File: src/rtl/bsi_pkg.sv
package bsi_pkg;

    // Mode is carried in bit 2 of the state code: 1 = invert, 0 = pass.
    typedef enum logic [2:0] {
        PASS_NONE = 3'b000,
        PASS_ONE  = 3'b001,
        PASS_TWO  = 3'b010,
        INV_NONE  = 3'b100,
        INV_ZERO  = 3'b101,
        INV_ZO    = 3'b110
    } mode_state_e;

    localparam int unsigned MODE_BIT = 2;

endpackage

File: src/rtl/bsi_mode_fsm.sv
module bsi_mode_fsm
    import bsi_pkg::*;
(
    input  logic clk,
    input  logic rst,
    input  logic bit_in,
    input  logic bit_vld,
    output logic inv_mode
);

    mode_state_e state_q;
    mode_state_e state_n;

    // Next state: advances only on qualified bits.
    always_comb begin
        state_n = state_q;
        if (bit_vld) begin
            unique case (state_q)
                PASS_NONE: state_n = bit_in ? PASS_ONE : PASS_NONE;
                PASS_ONE:  state_n = bit_in ? PASS_TWO : PASS_NONE;
                // Arm: the closing 0 doubles as the first bit of 0,1,0.
                PASS_TWO:  state_n = bit_in ? PASS_TWO : INV_ZERO;
                INV_NONE:  state_n = bit_in ? INV_NONE : INV_ZERO;
                INV_ZERO:  state_n = bit_in ? INV_ZO   : INV_ZERO;
                // Disarm: the trailing 0 cannot start 1,1,0.
                INV_ZO:    state_n = bit_in ? INV_NONE : PASS_NONE;
                default:   state_n = PASS_NONE;
            endcase
        end
    end

    // State register.
    always_ff @(posedge clk) begin
        if (rst) begin
            state_q <= PASS_NONE;
        end else begin
            state_q <= state_n;
        end
    end

    // Mode flag output.
    always_comb begin
        inv_mode = state_q[MODE_BIT];
    end

endmodule

File: src/rtl/bsi_out_stage.sv
module bsi_out_stage (
    input  logic bit_in,
    input  logic inv_mode,
    output logic bit_out
);

    // Mealy output: the live input bit under the current mode.
    always_comb begin
        bit_out = bit_in ^ inv_mode;
    end

endmodule

File: src/rtl/bsi_stream_inverter.sv
module bsi_stream_inverter (
    input  logic clk,
    input  logic rst,
    input  logic bit_in,
    input  logic bit_vld,
    output logic bit_out,
    output logic inv_mode
);

    logic mode_w;

    bsi_mode_fsm u_fsm (
        .clk      (clk),
        .rst      (rst),
        .bit_in   (bit_in),
        .bit_vld  (bit_vld),
        .inv_mode (mode_w)
    );

    bsi_out_stage u_out (
        .bit_in   (bit_in),
        .inv_mode (mode_w),
        .bit_out  (bit_out)
    );

    assign inv_mode = mode_w;

endmodule

File: config.mk
export PLATFORM = sky130hd
export DESIGN_NAME = bsi_stream_inverter
export DESIGN_NICKNAME = d
export VERILOG_FILES = /design/src/rtl/bsi_pkg.sv /design/src/rtl/bsi_mode_fsm.sv /design/src/rtl/bsi_out_stage.sv /design/src/rtl/bsi_stream_inverter.sv
export SDC_FILE = /design/constraint.sdc
export NUM_CORES = 1
export LEC_CHECK = 0
export BUFFER_PORTS_ARGS = -buffer_cell sky130_fd_sc_hd__buf_2
export CAP_MARGIN = 20
export CORE_AREA = 8 8 45 47
export DETAILED_ROUTE_END_ITERATION = 8
export DIE_AREA = 0 0 53 55
export GPL_ROUTABILITY_DRIVEN = 0
export PLACE_DENSITY = 0.4
export SLEW_MARGIN = 40
export SYNTH_ARGS = -nofsm -noshare
export SYNTH_HDL_FRONTEND = slang
export SYNTH_SLANG_ARGS = --single-unit
File: constraint.sdc
create_clock -name clk -period 1.3 [get_ports clk]
set_input_delay 0.065 -clock clk [delete_from_list [all_inputs] [get_ports clk]]
set_output_delay 0.065 -clock clk [all_outputs]
set_load 0.005 [all_outputs]
==> results of run 1 <==
## through the flow
step                util [%]  worst slack [ns]  instance area (sq um)
finish                  16.7             0.194                    231
global route            16.7             0.141                    231
CTS                     16.7             0.195                    231
detailed placement      14.8             0.199                    205
global placement        14.8             0.215                    205
floorplan                  -             0.255                    171
## power by group through the flow
stage          clock network [mW]  registers (mW)  logic (mW)
2_1_floorplan                   0           0.102      0.0203
3_3_place_gp                    0           0.103      0.0283
3_5_place_dp                    0           0.103      0.0285
4_1_cts                     0.168           0.102      0.0287
5_1_grt                     0.180           0.103      0.0314
6_report                    0.161           0.102      0.0281
## metal layers
metal  vias up  part of all wire [%]
met5         -                     0
met4         0                     0
met3         0                    11
met2         6                    31
met1        75                    58
li1         87                     -
## logic make-up after synthesis
family	synth area share, %
and+or+nand+nor	27.0
AOI/OAI and AO/OA	21.2
DFF	35.0
xor gates and xnor gates	10.2
buffers and inverters	6.57
## worst paths after layout
path | to | depth (start not counted)
worst min-delay path | u_fsm.state_q[1] | 2
worst min register to register | u_fsm.state_q[0] | 2
worst max register to register | u_fsm.state_q[2] | 3
worst max-delay path | u_fsm.state_q[2] | 3
## layout make-up
class / instances / share of cell area, %
Clock buffer: 4 / 11.4
Multi-Input combinational cell: 16 / 43.2
Sequential cell: 3 / 25.9
Tap cell: 16 / 8.65
Timing Repair Buffer: 5 / 10.8
## worst max-delay path, delay by kind of cell, from the launching register on
kind,cells,cell delay (ns)
and+or+nand+nor,2,0.48
DFF,1,0.42
AOI/OAI and AO/OA,1,0.14
## Yosys cell counts
master / number
dfxtp_1: 3
nor2_1: 3
a21oi_1: 2
xor2_1: 2
a211oi_1: 1
a22oi_1: 1
a31oi_1: 1
and4b_1: 1
buf_6: 1
nand2_1: 1
nor2b_1: 1
o21ai_0: 1
or2b_1: 1
or4_1: 1
==> impl_metrics.py, run 1 <==
metrics = {
    "status": {
        "status": "completed",
    },
    "timing": {
        "tightest_slew_ns": 0.213,
        "hold_viol": 0,
        "skew_ns": 0.0000469,
        "fmax_ghz": 0.904,
        "min_period_ns": 1.11,
        "fin_crit_sh_pct": 85.0,
        "grt_setup_unrepaired": "no",
        "relSlewSlack_pct": 85.7,
        "setup_viol": 0,
        "final.setup.tns_ns": 0,
        "whs_ns": 0.0244,
        "slew_violations": 0,
    },
    "critical_path": {
        "cp_slowest_cell": "dfxtp_1",
        "worst_ep_arrival_time_ns": 1.27,
        "path_class": "register to register",
        "reg2reg_from": "u_fsm.state_q[1]",
        "path_cells": "nand2_1, or4_1, a21oi_1",
        "r2r_slack_ns": 0.19,
        "crit_start": "u_fsm.state_q[1]",
        "crit_fanout": 6,
        "cp-start-kind": "register",
        "end_kind": "register",
        "cpPeakStageDelay_ns": 0.42,
        "required_ns": 1.46,
    },
    "power_and_ir_drop": {
        "p_sw_mw": 0.0653,
        "clkPwrFrac_pct": 55.2,
        "pwr-share-comb_pct": 9.7,
        "p_per_area_nw_per_um2": 1260,
        "finalPower_mw": 0.291,
        "swShare_pct": 22.5,
        "irDropWorstVdd_mv": 0.192,
        "leakagePower_nw": 0.0968,
        "internal-power_mw": 0.225,
        "seqPwrFrac_pct": 35.1,
    },
    "yosys": {
        "synth_top_area_cell": "dfxtp_1",
        "synth_top_cell_area_share_pct": 35.0,
        "synth_cells": 20,
        "synth_seq_cells": 3,
        "yosys_warnings": 0,
        "syn_avg_cell_area_sq_um": 8.57,
        "syn_area_sq_um": 171,
        "yosysUniqueCellTypes": 14,
        "syn-num-nets": 24,
        "synthTopCellsByArea": "dfxtp_1 35%, xor2_1 10%, buf_6 6.6%, nor2_1 6.6%, a21oi_1 5.8%",
        "seq_area_frac_synth_pct": 35.0,
    },
    "die": {
        "core_area_sq_um": 1380,
        "die_h_um": 55,
        "start_util_pct": 12.4,
        "die_w_um": 53,
        "ios": 6,
        "dieArea_sq_um": 2920,
        "row_count": 14,
    },
    "final_layout": {
        "fin_nets": 33,
        "ff_latch_area_sq_um": 60.1,
        "diodes": 0,
        "regMostFlops": "u_fsm.state_q",
        "syn_to_final_growth_pct": 35.0,
        "top_regs": "u_fsm.state_q (3)",
        "layout_commonest_cell": "buf_2",
        "finalNonFillerCells": 44,
        "num-fill-cells": 157,
        "most-common-layout-cells": "5 x buf_2, 3 x nor2_1, 3 x clkbuf_4, 3 x dfxtp_1",
        "drive_above_1_share_pct": 28.6,
        "multi_input_area_sq_um": 100,
        "largest_register_ffs": 3,
    },
    "min_path": {
        "min-delay-path-class": "primary input to register",
        "hp-start": "rst",
    },
    "cts": {
        "cts_max_path_buffers": 2,
        "h-tree-depth": 1,
        "holdBufCountCts": 0,
        "cts_num_sinks": 3,
        "root_buffer": "clkbuf_4",
        "cts_buffers": 3,
        "post_cts_resized": 0,
        "clk_pin_slew_ns": 0.04,
        "post_cts_buffers": 0,
        "clk_latency_ns": 0.23,
        "cts_tree": "yes",
    },
    "run": {
        "maxCapViolations": 0,
    },
    "route": {
        "drt-initial-drc-count": 1,
        "via_count": 168,
        "drtPass1Iterations": 2,
        "wl_per_cell_um": 9.30,
        "ant_nets": 0,
        "drc": 0,
        "viasPerCell": 3.82,
        "wl_um": 409,
    },
    "global_route": {
        "grt_util_met1_pct": 4.10,
        "grt_max_degree": 8,
        "met2_usage_pct": 3.13,
        "grt_pass1_vias": 159,
        "top_usage_layer": "met1",
        "track_usage_pct": 3.28,
        "grt_pass1_wl_um": 662,
        "grt_overflow": 0,
        "grt_use_met3_pct": 2.94,
        "antenna_found_initial": 0,
    },
    "place": {
        "dp.final_hpwl_um": 311,
        "io_buffers": 5,
        "placed_cells": 40,
    },
}
Note: power is estimated with default switching activity, not from simulation.
==> run 2, diff against run 1 <==
--- a/config.mk
+++ b/config.mk
@@ -7,9 +7,10 @@
 export LEC_CHECK = 0
 export BUFFER_PORTS_ARGS = -buffer_cell sky130_fd_sc_hd__buf_2
 export CAP_MARGIN = 20
-export CORE_AREA = 8 8 45 47
+export CORE_AREA = 2 2 39 41
+export CTS_CLUSTER_SIZE = 20
 export DETAILED_ROUTE_END_ITERATION = 8
-export DIE_AREA = 0 0 53 55
+export DIE_AREA = 0 0 41 43
 export GPL_ROUTABILITY_DRIVEN = 0
 export PLACE_DENSITY = 0.4
 export SLEW_MARGIN = 40
==> run 2 against run 1 <==
  * Die area down 40%
  * Sequential power about the same
  * Worst setup slack improved by 0.0020 ns
  * Non-clock buffer count unchanged
  * Clock skew rose by 0.00081 ns
  * Sequential cell count unchanged
==> impl_metrics.py, run 2 (synthesized netlist as in run 1, its figures left out) <==
metrics = {
    "global_route": {
        "grt_overflow": 0,
        "grt_max_degree": 8,
        "antenna_found_initial": 0,
        "grt_pass1_wl_um": 572,
        "track_usage_pct": 5.41,
        "grt_pass1_vias": 143,
    },
    "route": {
        "wl_um": 354,
        "wl_per_cell_um": 8.05,
        "wl_met3_um": 43,
        "drc": 0,
        "drt-initial-drc-count": 4,
        "drtPass1Iterations": 4,
        "top_layer": "met3",
        "via_count": 170,
        "ant_nets": 0,
        "viasPerCell": 3.86,
        "dr_wl_met2_um": 116,
        "wl_met1_um": 194,
    },
    "cts": {
        "cts_tree": "yes",
        "clk_latency_ns": 0.23,
        "cts_max_path_buffers": 2,
        "h-tree-depth": 1,
        "post_cts_resized": 0,
        "post_cts_buffers": 0,
        "cts_num_sinks": 3,
        "cts_buffers": 3,
        "root_buffer": "clkbuf_4",
        "holdBufCountCts": 0,
        "clk_pin_slew_ns": 0.04,
    },
    "place": {
        "placed_area_sq_um": 205,
        "io_buffers": 5,
    },
    "die": {
        "start_util_pct": 12.4,
        "die_h_um": 43,
        "dieArea_sq_um": 1760,
        "row_count": 14,
        "core_area_sq_um": 1380,
        "die_w_um": 41,
        "ios": 6,
    },
    "critical_path": {
        "path_class": "register to register",
        "worst_ep_arrival_time_ns": 1.27,
        "cp.buffers_inverters": 0,
        "crit_family": "simple AND/OR/NAND/NOR gates",
        "crit_fanout": 6,
        "path_cells": "nand2_1, or4_1, a21oi_1",
        "cp-start-kind": "register",
        "cpPeakStageDelay_ns": 0.40,
        "end_kind": "register",
        "required_ns": 1.46,
        "reg2reg_from": "u_fsm.state_q[1]",
        "cp_slowest_cell": "dfxtp_1",
        "crit_start": "u_fsm.state_q[1]",
    },
    "timing": {
        "final.setup.tns_ns": 0,
        "grt_setup_unrepaired": "no",
        "slew_violations": 0,
        "setup_viol": 0,
        "min_period_ns": 1.10,
        "relSlewSlack_pct": 87.3,
        "tightest_slew_ns": 0.191,
        "fin_crit_sh_pct": 84.9,
        "fmax_ghz": 0.906,
        "skew_ns": 0.000854,
        "hold_viol": 0,
    },
    "final_layout": {
        "largest_register_ffs": 3,
        "regMostFlops": "u_fsm.state_q",
        "final_area_sq_um": 231,
        "num-fill-cells": 158,
        "syn_to_final_growth_pct": 35.0,
        "fin_nets": 33,
        "diodes": 0,
        "layout_commonest_cell": "buf_2",
        "most-common-layout-cells": "5 x buf_2, 3 x nor2_1, 3 x clkbuf_4, 3 x dfxtp_1",
        "top_regs": "u_fsm.state_q (3)",
        "drive_above_1_share_pct": 28.6,
    },
    "power_and_ir_drop": {
        "irDropWorstVdd_mv": 0.228,
        "leakagePower_nw": 0.0968,
        "p_per_area_nw_per_um2": 1270,
    },
    "min_path": {
        "min-delay-path-class": "primary input to register",
        "hp-start": "rst",
    },
    "run": {
        "maxCapViolations": 0,
    },
    "status": {
        "status": "completed",
    },
}
-- run 2: cell counts in the layout (fill, tap and decap cells not counted) --
No cell type changed its count.
-- run 2: final timing paths --
check	end	slack, ns	depth (start not counted)
setup / recovery	u_fsm.state_q[2]	0.20	3
hold / removal	u_fsm.state_q[1]	0.03	2
setup reg to reg	u_fsm.state_q[2]	0.20	3
hold reg to reg	u_fsm.state_q[0]	0.53	2
-- run 2: power breakdown --
group,switching [mW],total (mW),internal (mW)
combinational,0.0139,0.0279,0.0140
clock,0.0489,0.164,0.115
sequential,0.00488,0.101,0.0966
-- run 2: final cells by class --
type / count / area [sq um] / area share [%]
multi-input cells: 16 / 100 / 43.2
clock buffers: 4 / 26.3 / 11.4
well taps: 16 / 20.0 / 8.65
repair buffers: 5 / 25.0 / 10.8
flip-flops and latches: 3 / 60.1 / 25.9
-- run 2: through the flow --
stage / worst slack (ns) / hold WS [ns] / utilization (%) / total power [mW] / instances
after floorplan: 0.255 / 0.134 / - / 0.122 / 20
after global placement: 0.207 / 0.276 / 14.8 / 0.131 / 40
after detailed placement: 0.227 / 0.275 / 14.8 / 0.131 / 40
after CTS: 0.210 / 0.0267 / 16.7 / 0.301 / 44
after global routing: 0.124 / 0.0212 / 16.7 / 0.316 / 44
final: 0.196 / 0.0285 / 16.7 / 0.293 / 44
-- run 2: layer usage --
layer	global-route usage, %	vias up
met5	0	-
met1	7.01	72
li1	-	90
met2	4.38	8
met4	4.00	0
met3	6.28	0
